[src/rtl/attr_pkg.sv]
package attr_pkg;

    typedef struct packed {
        logic [4:0] nvm;
        logic       irq_kill;
        logic       wide;
        logic       saver_en;
    } attr_t;

    typedef enum logic [1:0] {
        SV_OFF   = 2'd0,
        SV_COUNT = 2'd1,
        SV_BLANK = 2'd2
    } saver_state_t;

endpackage

[src/rtl/attr_latch.sv]
module attr_latch
    import attr_pkg::*;
#(
    parameter int WIDTH = 8
) (
    input  logic             clk,
    input  logic             rst_n,
    input  logic             wr_en,
    input  logic [WIDTH-1:0] wr_data,
    output attr_t            q
);

    always_ff @(posedge clk or negedge rst_n) begin
        if (!rst_n)
            q <= '0;
        else if (wr_en)
            q <= attr_t'(wr_data);
    end

    // a write is stored, and the latch holds without one
    assert_write_stored_R2: assert property (@(posedge clk) disable iff (!rst_n)
        wr_en |=> q == attr_t'($past(wr_data)));
    assert_hold_no_write_R2: assert property (@(posedge clk) disable iff (!rst_n)
        !wr_en |=> $stable(q));

endmodule

[src/rtl/saver_timer.sv]
module saver_timer
    import attr_pkg::*;
#(
    parameter int unsigned TIMEOUT_TICKS = 540_000_000
) (
    input  logic clk,
    input  logic rst_n,
    input  logic enable,
    input  logic activity,
    output logic blank
);

    localparam int unsigned CW = (TIMEOUT_TICKS > 2) ? $clog2(TIMEOUT_TICKS) : 1;
    localparam logic [CW-1:0] LIMIT = CW'(TIMEOUT_TICKS - 1);

    saver_state_t state, state_nx;
    logic [CW-1:0] cnt, cnt_nx;

    // next-state and counter logic
    always_comb begin
        state_nx = state;
        cnt_nx   = cnt;
        unique case (state)
            SV_OFF: begin
                cnt_nx = '0;
                if (enable) state_nx = SV_COUNT;              // arm
            end
            SV_COUNT: begin
                if (!enable) begin
                    state_nx = SV_OFF;                        // disarm_c
                    cnt_nx   = '0;
                end else if (activity) begin
                    cnt_nx   = '0;                            // restart
                end else if (cnt == LIMIT) begin
                    state_nx = SV_BLANK;                      // expire
                    cnt_nx   = '0;
                end else begin
                    cnt_nx   = cnt + 1'b1;
                end
            end
            SV_BLANK: begin
                cnt_nx = '0;
                if (!enable)       state_nx = SV_OFF;         // disarm_b
                else if (activity) state_nx = SV_COUNT;       // wake
            end
            default: begin
                state_nx = SV_OFF;
                cnt_nx   = '0;
            end
        endcase
    end

    // state register
    always_ff @(posedge clk or negedge rst_n) begin
        if (!rst_n) begin
            state <= SV_OFF;
            cnt   <= '0;
        end else begin
            state <= state_nx;
            cnt   <= cnt_nx;
        end
    end

    // outputs: blanking is dropped as soon as the enable bit goes low
    always_comb begin
        blank = (state == SV_BLANK) && enable;
    end

    assert_no_overflow_R6: assert property (@(posedge clk) disable iff (!rst_n)
        cnt <= LIMIT);
    assert_blank_only_after_limit_R6: assert property (@(posedge clk) disable iff (!rst_n)
        $rose(state == SV_BLANK) |-> $past(cnt) == LIMIT);
    assert_activity_unblanks_R7: assert property (@(posedge clk) disable iff (!rst_n)
        (activity && state != SV_OFF) |=> (!blank && cnt == '0));
    assert_blank_needs_enable_R8: assert property (@(posedge clk) disable iff (!rst_n)
        blank |-> enable);
    assert_off_holds_zero_R8: assert property (@(posedge clk) disable iff (!rst_n)
        (state == SV_OFF) |-> cnt == '0);

endmodule

[src/rtl/attr_blank_ctrl.sv]
module attr_blank_ctrl
    import attr_pkg::*;
#(
    parameter int unsigned TIMEOUT_TICKS = 540_000_000,
    parameter int          DATA_W        = 8
) (
    input  logic              clk,
    input  logic              rst_n,
    input  logic              wr_en,
    input  logic [DATA_W-1:0] wr_data,
    input  logic              host_rx_stb,
    input  logic              kbd_stb,
    output logic              blank,
    output logic              wide_mode,
    output logic              irq_kill,
    output logic [4:0]        nvm_bits
);

    attr_t attr_q;
    logic  activity;

    assign activity = host_rx_stb | kbd_stb;

    attr_latch #(.WIDTH(DATA_W)) u_latch (
        .clk     (clk),
        .rst_n   (rst_n),
        .wr_en   (wr_en),
        .wr_data (wr_data),
        .q       (attr_q)
    );

    saver_timer #(.TIMEOUT_TICKS(TIMEOUT_TICKS)) u_saver (
        .clk      (clk),
        .rst_n    (rst_n),
        .enable   (attr_q.saver_en),
        .activity (activity),
        .blank    (blank)
    );

    assign wide_mode = attr_q.wide;
    assign irq_kill  = attr_q.irq_kill;
    assign nvm_bits  = attr_q.nvm;

    // field outputs move only on a write edge
    assert_irq_kill_write_only_R4: assert property (@(posedge clk) disable iff (!rst_n)
        !wr_en |=> $stable(irq_kill));
    assert_wide_write_only_R3: assert property (@(posedge clk) disable iff (!rst_n)
        !wr_en |=> $stable(wide_mode));

endmodule

[config.mk]
export PLATFORM = sky130hd
export DESIGN_NAME = attr_blank_ctrl
export DESIGN_NICKNAME = d
export VERILOG_FILES = /design/src/rtl/attr_pkg.sv /design/src/rtl/attr_latch.sv /design/src/rtl/saver_timer.sv /design/src/rtl/attr_blank_ctrl.sv
export SDC_FILE = /design/constraint.sdc
export NUM_CORES = 1
export LEC_CHECK = 0
export BUFFER_PORTS_ARGS = -buffer_cell sky130_fd_sc_hd__buf_4
export CAP_MARGIN = 20
export CORE_MARGIN = 2
export CORE_UTILIZATION = 55
export CTS_CLUSTER_DIAMETER = 60
export DETAILED_ROUTE_END_ITERATION = 12
export MAX_ROUTING_LAYER = met4
export PLACE_DENSITY_LB_ADDON = 0.12
export SLEW_MARGIN = 5
export SYNTH_ARGS = -nofsm -noshare
export SYNTH_HDL_FRONTEND = slang
export SYNTH_SLANG_ARGS = --single-unit
[constraint.sdc]
create_clock -name clk -period 2.3 [get_ports clk]
set_input_delay 0.23 -clock clk [delete_from_list [all_inputs] [get_ports clk]]
set_output_delay 0.23 -clock clk [all_outputs]
set_load 0.02 [all_outputs]
## Word level (Yosys, flattened, before mapping)

Cells that the tools add are included.

- Flip-flop bits (word level): 40
- Bits of input ports: 13
- Output and inout port bits: 8
- Logic and storage cells: 29

- Bitwise operators: 1
- Eq/ne operators: 7
- Add/sub/neg operators: 1
- Reductions and logical operators: 3
- Mux-type cells: 11

Operator list:

| operator | count |
|---|---|
| $mux 30 | 4 |
| $add 30x1->30 const B | 1 |
| $eq 30x30->1 const B | 1 |
| $mux 2 | 6 |
| $ne 3x3->1 const B | 2 |
| $pmux 2 s3 | 1 |
| $reduce_and 4->1 | 1 |
| $ne 3x2->1 const B | 1 |
| $eq 2x1->1 const B | 1 |
| $eq 2x2->1 const B | 1 |
| $logic_not 2->1 | 1 |
| $ne 2x2->1 const B | 1 |
| $logic_and 1x1->1 | 1 |
| $or 1x1->1 | 1 |

## Logic depth before layout (Yosys ltp)

Gate-level depths: netlist of run 1.

- Word-level depth: 5
- Gate-level depth with buffers: 7
- Gate-level depth less buffers: 5

## Cells and area by module

A second synthesis of run 1 with hierarchy kept.

- Cell total of the unflattened synthesis: 210
- Area total of the unflattened synthesis: 2205.9 um2

Modules (own cells, without submodules):

| module | seq. area each (um2) | cells each | area each (um2) | times used |
|---|---|---|---|---|
| saver_timer | 800.8 | 192 | 1868.0 | 1 |
| attr_latch | 200.2 | 17 | 331.6 | 1 |
| attr_blank_ctrl | 0.0 | 1 | 6.3 | 1 |

## Worst setup path after synthesis of run 1

Ideal clock, no wire load.

- Path kind: reg-to-reg
- From: reg u_saver.cnt[0]
- To: reg u_saver.cnt[22]
- Arrival time: 1.981 ns
- Setup time: 0.078 ns
- Setup slack: 0.241 ns
- Required time: 2.222 ns
- Buffers on the path: 1
- Clock period less this slack: 2.059 ns
- Cell stages (with the launch flop): 7
- Path through: dfrtp_1 > ha_1 > nand4_2 > or4_1 > buf_2 > or4_1 > a21oi_1

- Word-level cells in the longest chain between the ends: 5
- Elaborated cells between the ends (all ways): 6
- Classes of those cells: add/sub: 1; eq/ne: 1; mux: 4

Ends and longest elaborated chain:

| item | RTL line | text |
|---|---|---|
| start: declaration | saver_timer.sv:17 | `logic [CW-1:0] cnt, cnt_nx;` |
| start signal: assignment | saver_timer.sv:60 | `cnt <= cnt_nx;` |
| $add 30x1->30 / $eq 30x30->1 (equally long branches) | saver_timer.sv:38, saver_timer.sv:34 |  |
| $mux 30 * | saver_timer.sv:34 | `end else if (cnt == LIMIT) begin` |
| $mux 30 * | saver_timer.sv:32 | `end else if (activity) begin` |
| $mux 30 * | saver_timer.sv:29 | `if (!enable) begin` |
| $mux 30 * | saver_timer.sv:23 | `unique case (state)` |
| net u_saver.cnt_nx[22] | saver_timer.sv:17 |  |

The timed path passes the listed nets; every way through them passes the cells marked *.
A chain may end at the register's enable or synchronous reset.

## Worst setup path in the final report of run 1

Ends and elaborated chain as after synthesis.

==> results.md, run 1 <==
- Critical Path End Type: flop
- Hold Path Class: input port to flop
- Psw: 286 uW
- Logic pwr share: 0.078
- Post-Syn Area: 1980 um2
- Yosys top cell by area: dfrtp_1
- Vias post-DR: approximately 1600
- Max Freq: 0.467 GHz
- Nets: 233
- Vias per cell: roughly 6
- Internal power: 908 uW
- Ys Warns: 0
- Post-synth top area share: 0.505
- Most common cell in the netlist: dfrtp_1
- Setup TNS: 0 ns
- Post-route ant nets: 0
- Seq/Total Area, Yosys: 0.505
- Root Driver: clkbuf_4
- Buffers on Ports: 20
- Distinct cells, synth: 32
- Data required, critical path: approximately 2.6 ns
- First-pass GRT wire length: 6880 um
- Gr usage total: 0.221
- Worst path cell trace: ha_2 > nand4_2 > or4_4 > or4_1 > a21oi_1
- Final Setup Violations: 0
- Clock power share: 0.312
- P&R area growth vs syn: 12.7%
- Max-slew headroom: 0.602
- DRT Wirelength: 3900 um
- CTS Sinks: 40
- Synth top area cells: dfrtp_1 51%, xor2_1 4.4%, mux2_2 4.0%, nor2_1 4.0%, a21oi_1 3.8%
- Clk_lat worst skew: 0.35 ns
- Final Max Slew Viols: 0
- Crit Path Class: flop to flop
- Crit path max-delay cell type: or4_4
- Worst VDD drop: around 0.00038 V
- Sequential power share: 0.610
- Crit path largest cell delay: 0.60 ns
- Worst slew pin tran: between 0.5 and 0.6 ns
- Worst-path clk slew: 0.12 ns
- # H-tree levels: 2
- Leakage power: 0.883 nW
- Clk_skew: 0.00894 ns
- Syn Nets: 213
- Share of layout cells above drive strength 1: 0.200
- CP Launch Type: flop
- Die H: 64.0 um
- Post-synth EDFFs: 0
- Final Cycle Share: 0.930
- RePlAce Congestion: 0.840
- GRT overflow: 0
- Antenna cells: 0
- Min Tclk post-route: 2.14 ns
- Seq cells post-synth: 40
- Initial antenna violation count: 0
- Pre-Repair DR Iteration Count: 4
- CP arrival: approximately 2.4 ns
- I/O Pins: 21
- Commonest cells post-synth: 40 x dfrtp_1, 21 x nor2_1, 15 x a21oi_1
- Switching Share: 0.240
- Core box area: 3390 um2
- CTS buffer count: 5
- Iteration-0 DRC Markers: 99
- Initial core utilization: 0.585
- Most used DFF post-synth: dfrtp_1
- Routed len/inst: 14.7 um
- Max_cap viols: 0
- CTS tree: built
- Longest Clk Path Bufs: 2
- Die ar.: ~4100 um2
- Post-DP HPWL: 2680 um
- DRC viols: 0
- FP Rows: 21
- Outcome: finished clean
- Worst Path Max Fanout: 7
- RSZ-0062 raised after global routing: no
- Power Dens Cells: between 500 and 600 nW/um2
- Final instance area: around 2200 um2
- Die width: 64.0 um
- Fin. Hold Viols: 0
- Dpl cell area: around 2200 um2
- Vias in the first global route: about 1500
- Post-synth ARST share: 1.00
- Mean Syn Cell Area: 9.96 um2
- Largest net degree at the start of global routing: 41
- Post-Syn Instances: 199
- Fill cell count: 264
[flip-flops by register name, indices dropped and copies added, names as in the netlist]
signal,cells
u_latch.q,8
u_saver.cnt,30
u_saver.state,2
[per-layer routing]
layer | vias up | GRT usage | wire length [um]
met1 | 753 | 0.275 | 1730
met4 | 0 | 0.0571 | 51
li1 | 770 | - | -
met5 | - | - | 0
met2 | 37 | 0.359 | 1930
met3 | 6 | 0.0581 | 182
[stage by stage]
step | power (mW) | instances | setup WS (ns) | hold WS, ns | utilization
3_5_place_dp | 0.836 | 257 | 0.113 | 0.232 | 0.636
5_1_grt | 1.24 | 266 | 0.00778 | 0.0891 | 0.659
4_1_cts | 1.20 | 266 | 0.0624 | 0.0847 | 0.657
6_report | 1.19 | 266 | 0.160 | 0.0906 | 0.659
2_1_floorplan | 0.782 | 199 | 0.241 | -0.0656 | -
3_3_place_gp | 0.833 | 257 | 0.187 | 0.226 | 0.636
[final timing paths]
| check | start | endpoint | slack, ns | cells past startpoint |
|---|---|---|---|---|
| max | u_saver.cnt[0]$_DFF_PN0_ | u_saver.cnt[22]$_DFF_PN0_ | 0.16 | 5 |
| min | wr_data[0] | u_latch.q[0]$_DFFE_PN0P_ | 0.09 | 3 |
| max reg2reg | u_saver.cnt[0]$_DFF_PN0_ | u_saver.cnt[22]$_DFF_PN0_ | 0.16 | 5 |
| min reg2reg | u_saver.cnt[0]$_DFF_PN0_ | u_saver.cnt[0]$_DFF_PN0_ | 0.50 | 1 |
| max in group asynchronous | rst_n | u_saver.state[1]$_DFFE_PN0P_ | 1.57 | 2 |
| min in group asynchronous | rst_n | u_saver.cnt[18]$_DFF_PN0_ | 0.38 | 2 |
[placed cells by master (no fill, tap or decap), types with 4 or more instances in the layout]
master	netlist	routed
a21oi_1	15	15
and4_1	7	7
buf_4	0	22
clkbuf_4	0	5
dfrtp_1	40	40
inv_1	4	4
mux2_2	7	7
nand2_1	13	13
nand3_1	14	14
nand4_1	9	9
nor2_1	21	21
o21ai_0	7	7
o31ai_1	7	7
or3_1	6	6
or4_1	8	7
xnor2_1	4	4
xor2_1	10	10
[critical path: cells and delay by family, from the launching register on]
family,cells,cell delay (ns)
AO/OA/AOI/OAI,1,0.15
adder cells (fa/ha/maj),1,0.24
flip-flops,1,0.40
AND/OR/NAND/NOR,3,1.27
[logic make-up (layout without fill, tap and decap cells)]
family          Yosys count  after routing  share of synthesized area
xor+xnor                 14             14                     0.0619
flops                    40             40                      0.505
fa+ha+maj                 1              1                    0.00631
buf+inv                  14             35                     0.0322
compound gates           32             32                     0.0953
simple gates             91             91                      0.259
mux                       7              7                     0.0398
[power by group through the flow]
| stage | sequential, mW | combinational, mW | clock [mW] |
|---|---|---|---|
| 2_1_floorplan | 0.757 | 0.0254 | 0 |
| 3_3_place_gp | 0.741 | 0.0913 | 0 |
| 3_5_place_dp | 0.743 | 0.0937 | 0 |
| 4_1_cts | 0.729 | 0.0951 | 0.379 |
| 5_1_grt | 0.732 | 0.101 | 0.407 |
| 6_report | 0.729 | 0.0930 | 0.372 |
[final cells by class]
class	instances	area (um2)	area share
multi-input combinational	145	923	0.413
timing repair buffer	23	175	0.0784
clock buffer	6	51.3	0.0230
sequential	40	1000	0.448
tap	46	57.6	0.0258
inverter	4	15.0	0.00672
clock inverter	2	10.0	0.00448
[timing repair]
| item | 4_1_cts | 5_1_grt |
|---|---|---|
| setup buffers | 0 | 0 |
| hold buffers | 1 | 0 |
| endpoints found under the hold margin | 40 | 0 |
| gates resized for setup | 0 | 2 |
| endpoints found under the setup margin | 0 | 4 |
Note: power is estimated with default switching activity, not from simulation.
==> run 2: changes to the inputs <==
--- a/config.mk
+++ b/config.mk
@@ -7,8 +7,10 @@
 export LEC_CHECK = 0
 export BUFFER_PORTS_ARGS = -buffer_cell sky130_fd_sc_hd__buf_4
 export CAP_MARGIN = 20
-export CORE_MARGIN = 2
-export CORE_UTILIZATION = 55
+export CELL_PAD_IN_SITES_DETAIL_PLACEMENT = 0
+export CELL_PAD_IN_SITES_GLOBAL_PLACEMENT = 1
+export CORE_MARGIN = 3
+export CORE_UTILIZATION = 45
 export CTS_CLUSTER_DIAMETER = 60
 export DETAILED_ROUTE_END_ITERATION = 12
 export MAX_ROUTING_LAYER = met4
==> run 2 against run 1 <==
Effect of this change:
- flip-flop and latch count unchanged
- critical path depth unchanged
- hold slack improved by 0.068 ns
==> results.md, run 2 (synthesis results as in run 1) <==
- Outcome: finished clean (unchanged)
- Final Cycle Share: 0.936 (was 0.930)
- FF/Latch Area: 1000 um2 (unchanged)
- CTS tree: built (unchanged)
- Post-Place Cells: 264 (was 257)
- Final instance area: 2280 um2 (was 2230 um2)
- FP Rows: 23 (was 21)
- Die H: 72.4 um (was 64.0 um)
- Setup WS pre-CTS: 0.139 ns (was 0.113 ns)
- # H-tree levels: 2 (unchanged)
- PostCTS Resize Cnt: 0 (unchanged)
- Setup TNS: 0 ns (unchanged)
- Final Core Density: 0.555 (was 0.659)
- Routed len/inst: 15.5 um (was 14.7 um)
- Share of layout cells above drive strength 1: 0.193 (was 0.200)
- Post CTS Setup Buffer Count: 0 (unchanged)
- Worst-path clk slew: 0.07 ns (was 0.12 ns)
- Vias in the first global route: 1560 (was 1520)
- Final Setup Violations: 0 (unchanged)
- Longest Clk Path Bufs: 2 (unchanged)
- RePlAce Congestion: 0.790 (was 0.840)
- P&R area growth vs syn: 15.2% (was 12.7%)
- Fill cell count: 361 (was 264)
- Initial core utilization: 0.482 (was 0.585)
- Max reg flops: 30 (unchanged)
- Root Driver: clkbuf_8 (was clkbuf_4)
- Worst VDD drop: 0.000406 V (was 0.000380 V)
- Largest Register: u_saver.cnt (unchanged)
- Min Tclk post-route: 2.15 ns (was 2.14 ns)
- First-pass GRT wire length: 7070 um (was 6880 um)
- Vias per cell: 5.74 (was 5.89)
- Post-route ant nets: 0 (unchanged)
- Post-DP HPWL: 3050 um (was 2680 um)
- Die width: 72.4 um (was 64.0 um)
- Max_cap viols: 0 (unchanged)
- Overall Power: 1.29 mW (was 1.19 mW)
- Vias post-DR: 1568 (was 1566)
- CTS Sinks: 40 (unchanged)
- Dpl cell area: 2180 um2 (was 2160 um2)
- Data required, critical path: 2.52 ns (was 2.58 ns)
- CTS buffer count: 5 (unchanged)
- Initial antenna violation count: 0 (unchanged)
- DRT Wirelength: 4220 um (was 3900 um)
- WHS Path Cells: 3 (unchanged)
- Gr usage total: 0.177 (was 0.221)
- Worst Path Max Fanout: 7 (unchanged)
- Critical Path End Type: flop (unchanged)
- CP arrival: 2.37 ns (was 2.42 ns)
- Worst slew pin tran: 0.495 ns (was 0.597 ns)
- Switching Share: 0.219 (was 0.240)
- Max-slew headroom: 0.670 (was 0.602)
- I/O Pins: 21 (unchanged)
- Sequential power share: 0.564 (was 0.610)
- Pre-Repair DR Iteration Count: 4 (unchanged)
- DRC viols: 0 (unchanged)
- Final Max Slew Viols: 0 (unchanged)
- Most frequent cells in the layout: 40 x dfrtp_1, 25 x buf_4, 21 x nor2_1, 15 x a21oi_1, 14 x nand3_1 (was 40 x dfrtp_1, 22 x buf_4, 21 x nor2_1, 15 x a21oi_1, 14 x nand3_1)
- Core box area: 4120 um2 (was 3390 um2)
- Largest net degree at the start of global routing: 41 (unchanged)
- Die ar.: 5240 um2 (was 4100 um2)
- Clock power share: 0.362 (was 0.312)
- Leading cell type in the layout, fill and taps excluded: dfrtp_1 (unchanged)
- Leakage power: 0.906 nW (was 0.883 nW)
- GRT overflow: 0 (unchanged)
- Hold Path Class: input port to flop (unchanged)
- Internal power: 1.01 mW (was 908 uW)
- Multi-input gate area in the final layout: 917 um2 (was 923 um2)
- RSZ-0062 raised after global routing: no (unchanged)
- Iteration-0 DRC Markers: 126 (was 99)
- Clk_skew: 0.00728 ns (was 0.00894 ns)
- Post-cts hold buffer count: 1 (unchanged)
- Crit Path Class: flop to flop (unchanged)
- Finished Layout Cells: 273 (was 266)
- Fin. Hold Viols: 0 (unchanged)
- Buffers on Ports: 20 (unchanged)
- Clk_lat worst skew: 0.29 ns (was 0.35 ns)
- Nets: 236 (was 233)
- Antenna cells: 0 (unchanged)
- Psw: 283 uW (was 286 uW)
- Hold slack final: 0.159 ns (was 0.0906 ns)
- CP Launch Type: flop (unchanged)
- Final WS setup: 0.148 ns (was 0.160 ns)
- Max Freq: 0.465 GHz (was 0.467 GHz)
- Regs by FF count: u_saver.cnt: 30 flops, u_latch.q: 8 flops, u_saver.state: 2 flops (unchanged)
- Logic pwr share: 0.073 (was 0.078)
- Power Dens Cells: 565 nW/um2 (was 535 nW/um2)
- R2r worst-path depth: 5 (unchanged)
==> run 2: changes by cell type in the layout (fill, tap and decap cells not counted) <==
cell,delta
or4_1,+1
clkbuf_4,-5
ha_2,-1
or4_4,-1
clkinv_2,-2
clkbuf_8,+5
clkbuf_1,+2
ha_1,+1
buf_4,+3
==> run 2: per-layer routing <==
layer | vias to the layer above | global-route usage | share of wire
met5 | - | - | 0
met3 | 7 | 0.0402 | 0.040
met4 | 0 | 0.0731 | 0.020
li1 | 779 | - | -
met2 | 30 | 0.275 | 0.48
met1 | 752 | 0.221 | 0.46
==> run 2: layout make-up <==
class	instances	share of cell area
flip-flops and latches	40	0.438
multi-input cells	145	0.402
repair buffers	26	0.0866
clock buffers	8	0.0395
well taps	50	0.0274
inverters	4	0.00658
==> run 2: worst max-delay path, stage by stage (launching register included) <==
cell and delay (ns):
dfrtp_1 0.38, ha_1 0.24, nand4_2 0.14, or4_1 0.64, or4_1 0.53, a21oi_1 0.15
==> run 2: final timing paths <==
kind | endpoint | slack, ns | start
setup / recovery | u_saver.cnt[22]$_DFF_PN0_ | 0.15 | u_saver.cnt[0]$_DFF_PN0_
hold / removal | u_latch.q[0]$_DFFE_PN0P_ | 0.16 | wr_data[0]
setup reg to reg | u_saver.cnt[22]$_DFF_PN0_ | 0.15 | u_saver.cnt[0]$_DFF_PN0_
hold reg to reg | u_saver.cnt[0]$_DFF_PN0_ | 0.48 | u_saver.cnt[0]$_DFF_PN0_
max in group asynchronous | u_saver.cnt[10]$_DFF_PN0_ | 1.50 | rst_n
min in group asynchronous | u_saver.cnt[27]$_DFF_PN0_ | 0.44 | rst_n
==> run 2: power groups by stage <==
stage          Combinational (mW)  Clock [mW]  Sequential (mW)
2_1_floorplan              0.0254           0            0.757
4_1_cts                    0.0974       0.487            0.728
6_report                   0.0948       0.468            0.728
3_5_place_dp               0.0958           0            0.742
3_3_place_gp               0.0934           0            0.741
5_1_grt                     0.104       0.514            0.730
==> run 3: changes to the inputs <==
--- a/config.mk
+++ b/config.mk
@@ -10,7 +10,7 @@
 export CELL_PAD_IN_SITES_DETAIL_PLACEMENT = 0
 export CELL_PAD_IN_SITES_GLOBAL_PLACEMENT = 1
 export CORE_MARGIN = 3
-export CORE_UTILIZATION = 45
+export CORE_UTILIZATION = 35
 export CTS_CLUSTER_DIAMETER = 60
 export DETAILED_ROUTE_END_ITERATION = 12
 export MAX_ROUTING_LAYER = met4
==> run 3 against run 2 <==
Effect of this change:
- global-route usage fell by 2.4 points
- routed wire length grew 3.1%
- critical path depth unchanged
- sequential power barely moved
- non-clock buffer count decreased by 1
- hold slack worse by 0.0070 ns
- register-to-register slack barely moved
- utilization fell by 12 points
- first-iteration DRC count shrank 57%
- count of clock-buffer cells in the layout shrank 2
- combinational power up 3.1%
- flip-flop and latch count stayed put
==> results.md, run 3 (synthesis results as in run 1) <==
- Crit path largest cell delay: 0.60 ns (was 0.64 ns)
- First-pass GRT wire length: 7500 um (was 7070 um)
- DRC viols: 0 (unchanged)
- Max Freq: 0.467 GHz (was 0.465 GHz)
- Family with the most delay on the worst path: simple AND/OR/NAND/NOR gates (unchanged)
- Final Setup Violations: 0 (unchanged)
- Die width: 81.3 um (was 72.4 um)
- Levels on crit path: 5 (unchanged)
- Crit path max-delay cell type: or4_4 (was or4_1)
- Post CTS Setup Buffer Count: 0 (unchanged)
- Outcome: finished clean (unchanged)
- CTS buffer count: 5 (unchanged)
- Antenna cells: 0 (unchanged)
- Initial antenna violation count: 0 (unchanged)
- Core box area: 5300 um2 (was 4120 um2)
- # H-tree levels: 2 (unchanged)
- Worst-path clk slew: 0.08 ns (was 0.07 ns)
- Largest Register: u_saver.cnt (unchanged)
- Overall Power: 1.30 mW (was 1.29 mW)
- Max reg flops: 30 (unchanged)
- RePlAce Congestion: 0.784 (was 0.790)
- Post-DP HPWL: 3140 um (was 3050 um)
- I/O Pins: 21 (unchanged)
- Worst VDD drop: 0.000332 V (was 0.000406 V)
- Worst path cell trace: ha_1 > nand4_2 > or4_4 > or3_1 > a211oi_1 (was ha_1 > nand4_2 > or4_1 > or4_1 > a21oi_1)
- Initial core utilization: 0.374 (was 0.482)
- Leakage power: 0.915 nW (was 0.906 nW)
- Critical Path End Type: flop (unchanged)
- Vias in the first global route: 1596 (was 1560)
- Root Driver: clkbuf_8 (unchanged)
- Crit Path Class: flop to flop (unchanged)
- Worst slew pin tran: 0.520 ns (was 0.495 ns)
- Buffers on Ports: 20 (unchanged)
- CTS tree: built (unchanged)
- Iteration-0 DRC Markers: 54 (was 126)
- Worst Path Buf+Inv: 0 (unchanged)
- Vias post-DR: 1594 (was 1568)
- CP Launch Type: flop (unchanged)
- Worst Path Max Fanout: 7 (unchanged)
- Data required, critical path: 2.48 ns (was 2.52 ns)
- Regs by FF count: u_saver.cnt: 30 flops, u_latch.q: 8 flops, u_saver.state: 2 flops (unchanged)
- Fin. Hold Viols: 0 (unchanged)
- Longest Clk Path Bufs: 2 (unchanged)
- Most frequent cells in the layout: 40 x dfrtp_1, 23 x buf_4, 21 x nor2_1, 15 x a21oi_1, 14 x nand3_1 (was 40 x dfrtp_1, 25 x buf_4, 21 x nor2_1, 15 x a21oi_1, 14 x nand3_1)
- Vias per cell: 5.46 (was 5.74)
- DRT Wirelength: 4350 um (was 4220 um)
- Hold slack final: 0.152 ns (was 0.159 ns)
- Final Cycle Share: 0.931 (was 0.936)
- Final Max Slew Viols: 0 (unchanged)
- Pre-Repair DR Iteration Count: 4 (unchanged)
- CTS Sinks: 40 (unchanged)
- FP Rows: 26 (was 23)
- Gr usage total: 0.152 (was 0.177)
- RSZ-0062 raised after global routing: no (unchanged)
- Max_cap viols: 0 (unchanged)
- Share of layout cells above drive strength 1: 0.203 (was 0.193)
- Routed len/inst: 14.9 um (was 15.5 um)
- Post-route ant nets: 0 (unchanged)
- Max-slew headroom: 0.653 (was 0.670)
- Min Tclk post-route: 2.14 ns (was 2.15 ns)
- WHS Path Cells: 3 (unchanged)
- Die ar.: 6600 um2 (was 5240 um2)
- Nets: 235 (was 236)
- Power Dens Cells: 563 nW/um2 (was 565 nW/um2)
- Die H: 81.3 um (was 72.4 um)
- Leading cell type in the layout, fill and taps excluded: dfrtp_1 (unchanged)
- Hold Path Class: input port to flop (unchanged)
- GRT overflow: 0 (unchanged)
- Fill cell count: 525 (was 361)
- Clk_lat worst skew: 0.29 ns (about the same)
- Setup TNS: 0 ns (unchanged)
- CP arrival: 2.32 ns (was 2.37 ns)
- Largest net degree at the start of global routing: 41 (unchanged)
- R2r worst-path depth: 5 (unchanged)
- P&R area growth vs syn: 17.0% (was 15.2%)
- Clk_skew: 0.00753 ns (was 0.00728 ns)
## run 3: what timing repair did
action                                 4_1_cts  5_1_grt
hold buffers                                 1        0
gates resized for setup                      0        1
endpoints found under the hold margin       40        0
setup endpoints to repair                    0        3
## run 3: final cells by class
class / instances / area (um2) / area share
Tap cell: 70 / 87.6 / 0.0378
Clock inverter: 2 / 10.0 / 0.00432
Inverter: 4 / 15.0 / 0.00647
Timing Repair Buffer: 25 / 203 / 0.0874
Multi-Input combinational cell: 145 / 921 / 0.397
Clock buffer: 6 / 82.6 / 0.0356
Sequential cell: 40 / 1000 / 0.432
## run 3: final timing paths
check / endpoint / slack (ns) / startpoint
max: u_saver.cnt[24]$_DFF_PN0_ / 0.16 / u_saver.cnt[0]$_DFF_PN0_
min: u_latch.q[0]$_DFFE_PN0P_ / 0.15 / wr_data[0]
max reg2reg: u_saver.cnt[24]$_DFF_PN0_ / 0.16 / u_saver.cnt[0]$_DFF_PN0_
min reg2reg: u_saver.cnt[0]$_DFF_PN0_ / 0.49 / u_saver.cnt[0]$_DFF_PN0_
max in group asynchronous: u_saver.cnt[8]$_DFF_PN0_ / 1.48 / rst_n
min in group asynchronous: u_saver.cnt[9]$_DFF_PN0_ / 0.46 / rst_n
## run 3: metrics by stage
step                       util  std cells  instance area (um2)  worst slack [ns]
after floorplan               -        199                 1980             0.241
after global placement    0.417        283                 2210             0.178
after detailed placement  0.417        283                 2210             0.114
after CTS                 0.437        292                 2320            0.0898
after global routing      0.437        292                 2320           0.00518
final                     0.437        292                 2320             0.160
## run 3: routing by layer
layer,up-vias,part of all wire,global-route usage
met5,-,0,-
met1,798,0.46,0.192
li1,776,-,-
met3,4,0.024,0.0333
met2,16,0.51,0.245
met4,0,0.0090,0.0456
## run 3: tightest hold or removal path: cells and delay by family
family / cells / cell delay, ns
buf+inv: 1 / 0.07
simple gates: 1 / 0.04
compound gates: 1 / 0.06
## run 3: where the power goes
part	total [mW]	leakage [nW]	switching (mW)	internal (mW)
logic	0.0977	0.325	0.0520	0.0457
clock network	0.479	0.0510	0.240	0.239
registers	0.728	0.539	0.00938	0.719
